===== src/rtl/spi_flag_ctl.sv =====
module spi_flag_ctl #(
  parameter int DW = 8
) (
  input  logic          clk,
  input  logic          rst_n,
  input  logic          ctrl_wr,
  input  logic [7:0]    ctrl_wdata,
  input  logic          stat_rd,
  input  logic          tx_wr,
  input  logic [DW-1:0] tx_wdata,
  input  logic          rx_rd,
  input  logic          load_take,
  input  logic          byte_rcvd,
  input  logic [DW-1:0] rx_byte,
  input  logic          xfer_busy,
  input  logic          ss_in,
  output logic [DW-1:0] tx_byte,
  output logic [DW-1:0] rx_rdata,
  output logic          tx_empty,
  output logic          rx_full,
  output logic          ovf,
  output logic          modf,
  output logic          tx_irq,
  output logic          ss_gpio,
  output logic [7:0]    clk_div
);
  localparam int CW = 6;

  logic [CW-1:0] ctrl;
  logic          ovf_arm, modf_arm;

  logic [1:0] rate;
  logic       fault_en, tx_ie, master, spi_en;
  assign rate     = ctrl[1:0];
  assign fault_en = ctrl[2];
  assign tx_ie    = ctrl[3];
  assign master   = ctrl[4];
  assign spi_en   = ctrl[5];

  logic ovf_set, rx_load, modf_set;
  assign ovf_set  = byte_rcvd & rx_full & ~rx_rd;
  assign rx_load  = byte_rcvd & ~ovf_set;
  assign modf_set = spi_en & fault_en & (master ? ~ss_in : (ss_in & xfer_busy));

  assign tx_irq  = tx_empty & tx_ie;
  assign ss_gpio = spi_en & master & ~fault_en;
  assign clk_div = master ? (8'd2 << (2 * rate)) : 8'd0;

  always_ff @(posedge clk or negedge rst_n) begin
    if (!rst_n) begin
      ctrl     <= '0;
      tx_byte  <= '0;
      tx_empty <= 1'b1;
    end else begin
      if (ctrl_wr) ctrl <= ctrl_wdata[CW-1:0];
      if (tx_wr) begin
        tx_byte  <= tx_wdata;
        tx_empty <= 1'b0;
      end else if (load_take) begin
        tx_empty <= 1'b1;
      end
    end
  end

  always_ff @(posedge clk or negedge rst_n) begin
    if (!rst_n) begin
      rx_rdata <= '0;
      rx_full  <= 1'b0;
    end else if (rx_load) begin
      rx_rdata <= rx_byte;
      rx_full  <= 1'b1;
    end else if (rx_rd) begin
      rx_full  <= 1'b0;
    end
  end

  always_ff @(posedge clk or negedge rst_n) begin
    if (!rst_n) begin
      ovf     <= 1'b0;
      ovf_arm <= 1'b0;
    end else if (ovf_set) begin
      ovf     <= 1'b1;
      ovf_arm <= 1'b0;
    end else if (rx_rd && ovf_arm) begin
      ovf     <= 1'b0;
      ovf_arm <= 1'b0;
    end else if (stat_rd && ovf) begin
      ovf_arm <= 1'b1;
    end
  end

  always_ff @(posedge clk or negedge rst_n) begin
    if (!rst_n) begin
      modf     <= 1'b0;
      modf_arm <= 1'b0;
    end else if (modf_set) begin
      modf     <= 1'b1;
      modf_arm <= 1'b0;
    end else if (ctrl_wr && modf_arm) begin
      modf     <= 1'b0;
      modf_arm <= 1'b0;
    end else if (stat_rd && modf) begin
      modf_arm <= 1'b1;
    end
  end
endmodule


===== config.mk =====
export PLATFORM = sky130hd
export DESIGN_NAME = spi_flag_ctl
export DESIGN_NICKNAME = d
export VERILOG_FILES = /design/src/rtl/spi_flag_ctl.sv
export SDC_FILE = /design/constraint.sdc
export NUM_CORES = 1
export LEC_CHECK = 0
export BUFFER_PORTS_ARGS = -buffer_cell sky130_fd_sc_hd__buf_4
export CAP_MARGIN = 20
export CORE_MARGIN = 1.5
export CORE_UTILIZATION = 43
export CTS_CLUSTER_DIAMETER = 60
export DETAILED_ROUTE_END_ITERATION = 8
export PLACE_DENSITY_LB_ADDON = 0.3
export RECOVER_POWER = 25
export REMOVE_ABC_BUFFERS = 1
export SLEW_MARGIN = 40
export SYNTH_ARGS = -nofsm -noshare
export SYNTH_HDL_FRONTEND = slang
export SYNTH_SLANG_ARGS = --single-unit
export TNS_END_PERCENT = 5

===== constraint.sdc =====
create_clock -name clk -period 1.3 [get_ports clk]
set_clock_uncertainty 0.2 [all_clocks]
set_input_delay 0.13 -clock clk [delete_from_list [all_inputs] [get_ports clk]]
set_output_delay 0.13 -clock clk [all_outputs]
set_load 0.01 [all_outputs]

==> results.yml, run 1 <==
cts:
  cts_root_buf: "clkbuf_4"
  path_clk_slew_ns: 0.14
  clk_latency_ns: 0.32
  ctsLongestPathBuffers: 2
  clkSinkCount: 28
  numCtsBuffers: 3
  h-tree-depth: 1
  cts_tree: "built"
synth:
  yosysTopAreaCell: "dfrtp_1"
  synth.avg_cell_area_sq_um: 14.2
  synth_top_area_share: 0.567
  yosys_warnings: 0
  async_flop_share: 1.00
  syn_area_sq_um: 1190
  synth_flop_cell: "dfrtp_1"
  synth_common_cells: "dfrtp_1 (27), mux2_2 (15), mux2_4 (8)"
  synthTopCellsByArea: "dfrtp_1 (57%), mux2_2 (14%), mux2_4 (10%), buf_4 (2.5%), dfstp_2 (2.2%)"
  synth_edf_count: 0
  synth-seq-cells: 28
  synth_cells: 84
  ys_types: 22
  yosysMostFrequentCell: "dfrtp_1"
  seq_area_frac_synth: 0.589
detailed_routing:
  drc: 0
  vias_per_cell: 4.74
  vias: 972
  first_pass_iters: 3
  drtIter0Drc: 20
  routedWlPerCell_um: 13.9
  ant_nets: 0
  wl_um: 2840
placement:
  hpwl_um: 1630
  pre_cts_ws_ns: 0.0484
  port_buffers: 57
  place.gp.congestion: 0.728
  placed_cells: 168
floorplan:
  fp.dieArea_sq_um: 3090
  io_pins: 64
  coreArea_sq_um: 2540
  fp-row-count: 18
  die_w_um: 55.6
  start_util: 0.468
  die_h_um: 55.6
power_and_ir_drop:
  powerDensity_nw_per_um2: 1080
  p_leak_uw: 0.000991
  p_total_uw: 2190
  vdd_drop_max_mv: 0.865
worst_setup_path:
  crit_path_max_incr_delay_ns: 0.44
  end_kind: "output pin"
  cp-start-kind: "flop"
  crit_slowest_cell: "dfrtp_1"
  path_class: "flop to output pin"
  worstPathArrival_ns: 1.15
  crit_family: "flip-flops"
  path_buf_inv: 1
  crit_required_ns: 0.97
  path_cells: "nor3b_2, buf_4"
  worstPathMaxFanout: 5
global_routing:
  grt_pass1_vias: 1053
  grt_max_degree: 29
  grt_antenna_before_repair: 0
  gr-total-overflow: 0
  gr-usage-all-layers: 0.198
  grt_pass1_wl_um: 4770
timing:
  timing.final.crit_share: 1.14
  rsz0062_at_grt: "true"
  worst_slack_ns: -0.180
  min_period_ns: 1.48
  setup_violations: 7
  fin_hold_ws_ns: 0.0269
  relSlewSlack: 0.554
  finalMaxSlewViolations: 0
  fmax_mhz: 676
  hold_viol: 0
  worst_slew_pin_slew_ns: 0.668
status:
  status: "finished with violations"
  violations: "setup timing"
flow_run:
  max_cap_violations: 0
cells_and_area:
  drive_gt1_frac: 0.537
  nFillCells: 148
  syn2layout_area_growth_pct: 69.5
  utilization: 0.794
  finalNonFillerCells: 205
  antenna_cells: 0
  final_nets: 210
worst_hold_path:
  hp-class: "input port to flop"
-- path summary, 6_finish.rpt --
kind | startpoint | end | slack (ns) | cells past startpoint
worst max-delay path | ctrl[0] | clk_div[1] | -0.18 | 2
worst min-delay path | rx_rd | ovf_arm | 0.03 | 3
worst max register to register | ctrl[4] | modf_arm | 0.02 | 4
worst min register to register | ovf_arm | ovf | 0.29 | 1
max in group asynchronous | rst_n | ctrl[4] | 0.28 | 2
min in group asynchronous | rst_n | ctrl[3] | 0.16 | 2
-- layout make-up --
class,count,area [sq um],area share
timing repair buffer,90,762,0.377
tap,30,37.5,0.0186
sequential,28,703,0.348
multi-input combinational,53,480,0.238
clock buffer,4,36.3,0.0180
-- worst min-delay path, cell delays in order --
cell and delay (ns):
buf_4 0.12, and3b_2 0.23, a211oi_1 0.05
-- registers in the layout, indices dropped and copies added (netlist names) --
name and flops:
rx_rdata 8, tx_byte 8, ctrl 6, modf 1, modf_arm 1, ovf 1, ovf_arm 1, rx_full 1
tx_empty 1
-- where the power goes --
group / internal, uW / total (uW) / switching (uW) / leakage, uW
Clock: 171 / 414 / 243 / 0.0000210
Sequential: 1010 / 1120 / 105 / 0.000327
Combinational: 420 / 655 / 235 / 0.000643
Total: 1610 / 2190 / 584 / 0.000991
-- cells in the final DEF (no fill, tap or decap), drive strengths merged --
cell type    synthesis  final
a21oi                3      3
or2b                 1      1
nand3b               1      1
mux2                23     23
buf                  6     58
nor2                 6      6
dfstp                1      1
conb                 1      4
nand2b               2      2
nor3b                1      1
clkbuf               0      5
a211oi               1      1
a21o                 1      1
dlygate4sd3          0     31
nand2                6      6
and2                 1      1
dfrtp               27     27
and3b                2      2
and3                 1      1
-- through the flow --
stage | TNS (ns) | instance area, sq um
global route | -1.33 | 2020
detailed placement | 0 | 1630
global placement | 0 | 1630
finish | -0.810 | 2020
floorplan | 0 | 1160
CTS | -0.881 | 2010
-- repair_timing --
| action | 4_1_cts | 5_1_grt |
|---|---|---|
| endpoints found under the setup margin | 7 | 12 |
| pin swaps | 3 | 3 |
| gates resized for setup | 6 | 2 |
| hold buffers | 31 | 0 |
| setup buffers | 2 | 0 |
| endpoints found under the hold margin | 56 | 0 |
-- routing by layer --
| metal | routed length [um] | GRT usage |
|---|---|---|
| met1 | 1080 | 0.229 |
| met4 | 15 | 0.0627 |
| met3 | 158 | 0.0302 |
| met5 | 0 | 0 |
| met2 | 1590 | 0.371 |
-- kinds of logic (layout without fill, tap and decap cells) --
kind of cell	after synthesis	after routing	share of synthesized area
multiplexers	23	23	0.243
AND/OR/NAND/NOR	21	21	0.106
flip-flops	28	28	0.589
buffers and inverters	6	94	0.0336
other	1	4	0.00315
AO/OA/AOI/OAI	5	5	0.0252
No activity file was read; power rests on OpenSTA's default activity.
==> run 2: changes to the inputs <==
--- a/config.mk
+++ b/config.mk
@@ -6,7 +6,7 @@
 export NUM_CORES = 1
 export LEC_CHECK = 0
 export BUFFER_PORTS_ARGS = -buffer_cell sky130_fd_sc_hd__buf_4
-export CAP_MARGIN = 20
+export CAP_MARGIN = 30
 export CORE_MARGIN = 1.5
 export CORE_UTILIZATION = 43
 export CTS_CLUSTER_DIAMETER = 60
@@ -14,6 +14,7 @@
 export PLACE_DENSITY_LB_ADDON = 0.3
 export RECOVER_POWER = 25
 export REMOVE_ABC_BUFFERS = 1
+export SKIP_CTS_REPAIR_TIMING = 1
 export SLEW_MARGIN = 40
 export SYNTH_ARGS = -nofsm -noshare
 export SYNTH_HDL_FRONTEND = slang
==> run 2 against run 1 <==
Compared with the run above:
- the run ends with hold timing, setup timing left
- largest power group unchanged
- critical endpoint is now tx_irq
- highest routed layer unchanged
- non-clock buffer count is 3 lower
- sequential power barely moved
- wire length is 7.7% lower
- register-to-register slack better by 0.03 ns
- worst setup slack gained 0.035 ns
- combinational power decreased by 3%
- cell count fell by 1.5%
==> results.yml, run 2 (synthesized netlist as in run 1, its figures left out) <==
cells_and_area:
  antenna_cells: 0
  drive_gt1_frac: 0.541
  syn2layout_area_growth_pct: 67.0
  final_cell_mix: "buf_4 (55), dlygate4sd3_1 (29), dfrtp_1 (26)"
  top_regs: "rx_rdata x8, tx_byte x8, ctrl x6"
  layout_commonest_cell: "buf_4"
  utilization: 0.782
  final_nets: 207
detailed_routing:
  vias: 952
  drtIter0Drc: 27
  ant_nets: 0
  drc: 0
  vias_per_cell: 4.71
  wl_um: 2630
  first_pass_iters: 4
  routedWlPerCell_um: 13.0
floorplan:
  fp.dieArea_sq_um: 3090
  die_h_um: 55.6
  die_w_um: 55.6
  io_pins: 64
  start_util: 0.468
  coreArea_sq_um: 2540
  fp-row-count: 18
global_routing:
  grt_pass1_wl_um: 3590
  gr-total-overflow: 0
  grt_max_degree: 29
  gr-usage-all-layers: 0.144
  grt_antenna_before_repair: 0
  grt_pass1_vias: 835
placement:
  place.gp.congestion: 0.728
  port_buffers: 57
  hpwl_um: 1630
worst_setup_path:
  end_kind: "output pin"
  endpoint: "tx_irq"
  worstPathMaxFanout: 3
  worstPathArrival_ns: 1.11
  cp-start-kind: "flop"
  r2r_start: "rx_full"
  worstReg2RegEnd: "rx_rdata[7]"
  r2r_setup_slack_ns: 0.05
  setup.worst_path.start: "tx_empty"
  crit_required_ns: 0.97
  r2r_cells: 3
  path_class: "flop to output pin"
cts:
  clk_latency_ns: 0.32
  cts_root_buf: "clkbuf_4"
  cts_tree: "built"
  numCtsBuffers: 3
  h-tree-depth: 1
  clkSinkCount: 28
  path_clk_slew_ns: 0.14
  ctsLongestPathBuffers: 2
status:
  status: "finished with violations"
  violations: "hold timing, setup timing"
power_and_ir_drop:
  sw_frac_of_total: 0.263
  vdd_drop_max_mv: 0.865
  p_leak_uw: 0.000976
  seqPwrFrac: 0.516
  combPwrFrac: 0.294
  power_switching_uw: 570
  p_int_uw: 1600
  powerDensity_nw_per_um2: 1090
  clkPwrFrac: 0.190
timing:
  setup_violations: 7
  fmax_mhz: 692
  worst_slew_pin_slew_ns: 0.669
  fin_hold_ws_ns: -0.0116
  min_period_ns: 1.44
  rsz0062_at_grt: "true"
  finalMaxSlewViolations: 0
  relSlewSlack: 0.554
  hold_viol: 1
  timing.final.crit_share: 1.11
  worst_slack_ns: -0.145
flow_run:
  max_cap_violations: 0
worst_hold_path:
  hp-class: "input port to flop"
## run 2: power by group through the flow
stage / sequential, uW / clock [uW] / combinational, uW
after CTS: 1120 / 427 / 557
after global routing: 1140 / 458 / 689
final: 1120 / 411 / 638
after detailed placement: 1130 / 0 / 559
after global placement: 1120 / 0 / 545
after floorplan: 1160 / 0 / 218
## run 2: critical path, stage by stage (launching register included)
cell	delay [ns]
dfstp_2	0.57
and2_4	0.14
buf_6	0.09
## run 2: worst min path at each step
stage,from,endpoint,cells past startpoint
3_3_place_gp,rst_n,ctrl[2],1
2_1_floorplan,rst_n,ctrl[0],0
3_5_place_dp,rst_n,ctrl[2],1
6_report,ss_in,modf_arm,4
4_1_cts,rst_n,ctrl[4],1
5_1_grt,rx_rd,ovf_arm,3
## run 2: through the flow
| step | TNS, ns | total power, uW | instance area [sq um] | cells | setup WS, ns |
|---|---|---|---|---|---|
| floorplan | 0 | 1380 | 1160 | 81 | 0.0435 |
| global placement | 0 | 1670 | 1630 | 168 | 0.0704 |
| detailed placement | 0 | 1690 | 1630 | 168 | 0.0484 |
| CTS | -1.02 | 2100 | 1660 | 172 | -0.200 |
| global route | -1.30 | 2290 | 1990 | 202 | -0.225 |
| finish | -0.847 | 2170 | 1990 | 202 | -0.145 |
## run 2: cell type report
type                       count  area (sq um)
fill                         158           556
multi-input combinational     53           482
clock buffer                   4          36.3
sequential                    28           703
tap                           30          37.5
timing repair buffer          87           731
## run 2: metal layers
metal / part of all wire / global-route usage
met1: 0.40 / 0.185
met2: 0.54 / 0.230
met3: 0.061 / 0.0302
met4: 0.0057 / 0.0732
met5: 0 / 0
==> run 3: changes to the inputs <==
--- a/config.mk
+++ b/config.mk
@@ -5,11 +5,11 @@
 export SDC_FILE = /design/constraint.sdc
 export NUM_CORES = 1
 export LEC_CHECK = 0
-export BUFFER_PORTS_ARGS = -buffer_cell sky130_fd_sc_hd__buf_4
+export BUFFER_PORTS_ARGS = -buffer_cell sky130_fd_sc_hd__buf_2
 export CAP_MARGIN = 30
 export CORE_MARGIN = 1.5
 export CORE_UTILIZATION = 43
-export CTS_CLUSTER_DIAMETER = 60
+export CTS_CLUSTER_DIAMETER = 200
 export DETAILED_ROUTE_END_ITERATION = 8
 export PLACE_DENSITY_LB_ADDON = 0.3
 export RECOVER_POWER = 25
==> run 3 against run 2 <==
Compared with the run above:
- the run ends with setup timing left
- combinational power decreased by 12%
- critical path depth unchanged
- critical path type unchanged
- global-route usage increased by 1.1 points
- largest power group unchanged
- non-clock buffer count unchanged
==> results.yml, run 3 (synthesized netlist as in run 1, its figures left out) <==
status:
  status: "finished with violations"
  violations: "setup timing"
timing:
  timing.final.crit_share: 1.11
  worst_slew_pin_slew_ns: 0.593
  rsz0062_at_grt: "true"
  setup_violations: 7
  min_period_ns: 1.45
  relSlewSlack: 0.605
  hold_viol: 0
  fmax_mhz: 691
  finalMaxSlewViolations: 0
  worst_slack_ns: -0.148
detailed_routing:
  routedWlPerCell_um: 13.4
  vias_per_cell: 4.69
  drtIter0Drc: 24
  vias: 947
  ant_nets: 0
  wl_um: 2710
  drc: 0
  first_pass_iters: 4
placement:
  placed_cells: 168
  hpwl_um: 1670
  port_buffers: 57
  pre_cts_ws_ns: 0.0319
  place.gp.congestion: 0.707
cells_and_area:
  syn2layout_area_growth_pct: 56.6
  final_nets: 207
  drive_gt1_frac: 0.541
  layout_commonest_cell: "buf_2"
  top_regs: "rx_rdata x8, tx_byte x8, ctrl x6"
  final_cell_mix: "buf_2 (55), dlygate4sd3_1 (29), dfrtp_1 (26)"
  finalNonFillerCells: 202
  antenna_cells: 0
cts:
  h-tree-depth: 1
  path_clk_slew_ns: 0.15
  ctsLongestPathBuffers: 2
  cts_root_buf: "clkbuf_4"
  clk_latency_ns: 0.32
  clkSinkCount: 28
  numCtsBuffers: 3
  cts_tree: "built"
worst_setup_path:
  path_class: "flop to output pin"
  endpoint: "tx_irq"
  r2r_setup_slack_ns: 0.06
  worstReg2RegEnd: "rx_rdata[1]"
  r2r_cells: 3
  setup.worst_path.start: "tx_empty"
  worstPathArrival_ns: 1.12
  r2r_start: "rx_full"
  cp-start-kind: "flop"
  end_kind: "output pin"
  crit_required_ns: 0.97
  worstPathMaxFanout: 3
power_and_ir_drop:
  powerDensity_nw_per_um2: 1200
  p_total_uw: 2240
  p_leak_uw: 0.000940
  vdd_drop_max_mv: 0.810
global_routing:
  grt_pass1_vias: 881
  grt_antenna_before_repair: 0
  grt_pass1_wl_um: 3860
  grt_max_degree: 29
  gr-total-overflow: 0
  gr-usage-all-layers: 0.155
floorplan:
  coreArea_sq_um: 2540
  start_util: 0.468
  fp-row-count: 18
  io_pins: 64
  fp.dieArea_sq_um: 3090
  die_w_um: 55.6
  die_h_um: 55.6
flow_run:
  max_cap_violations: 0
worst_hold_path:
  hp-class: "input port to flop"
## run 3: cell types whose count changed in the layout (fill, tap and decap cells not counted), sizes merged
cell / previous run / this run
clkbuf: 5 / 3
buf: 57 / 58
bufinv: 0 / 1
## run 3: per-layer routing
metal	share of wire	global-route usage	routed length (um)	vias up
li1	-	-	-	454
met1	0.39	0.197	1060	447
met2	0.54	0.265	1470	44
met3	0.062	0.0279	167	2
met4	0.0055	0.0523	15	0
met5	0	0	0	-
## run 3: cell type report
class	instances	area, sq um
clock inverter	1	30.0
sequential	28	703
tap	30	37.5
clock buffer	3	22.5
timing repair buffer	87	592
fill	178	679
multi-input combinational	53	480
## run 3: power breakdown
part | leakage (uW) | switching, uW | total [uW] | internal (uW)
clock network | 0.0000279 | 244 | 556 | 311
logic | 0.000585 | 233 | 562 | 329
registers | 0.000327 | 105 | 1120 | 1010
total | 0.000940 | 582 | 2240 | 1650
## run 3: through the flow
stage	instance area (sq um)	TNS [ns]	util	hold WS, ns
after floorplan	1160	0	-	-0.366
after global placement	1490	0	0.584	-0.0334
after detailed placement	1490	0	0.584	-0.0239
after CTS	1540	-1.00	0.604	-0.396
after global routing	1870	-1.38	0.733	0.0372
final	1870	-0.840	0.733	0.0119
## run 3: how the worst min path moves through the flow
| stage | from | to | slack, ns | depth (start not counted) |
|---|---|---|---|---|
| 2_1_floorplan | rst_n | ctrl[0] | -0.37 | 0 |
| 5_1_grt | rx_rd | ovf_arm | 0.04 | 3 |
| 3_3_place_gp | rst_n | ctrl[2] | -0.03 | 1 |
| 6_report | xfer_busy | modf_arm | 0.01 | 4 |
| 3_5_place_dp | rst_n | ctrl[5] | -0.02 | 1 |
| 4_1_cts | rst_n | ctrl[4] | -0.40 | 1 |
## run 3: critical path, cell delays in order (launching register included)
cell	delay, ns
dfstp_2	0.57
and2_4	0.14
buf_6	0.09
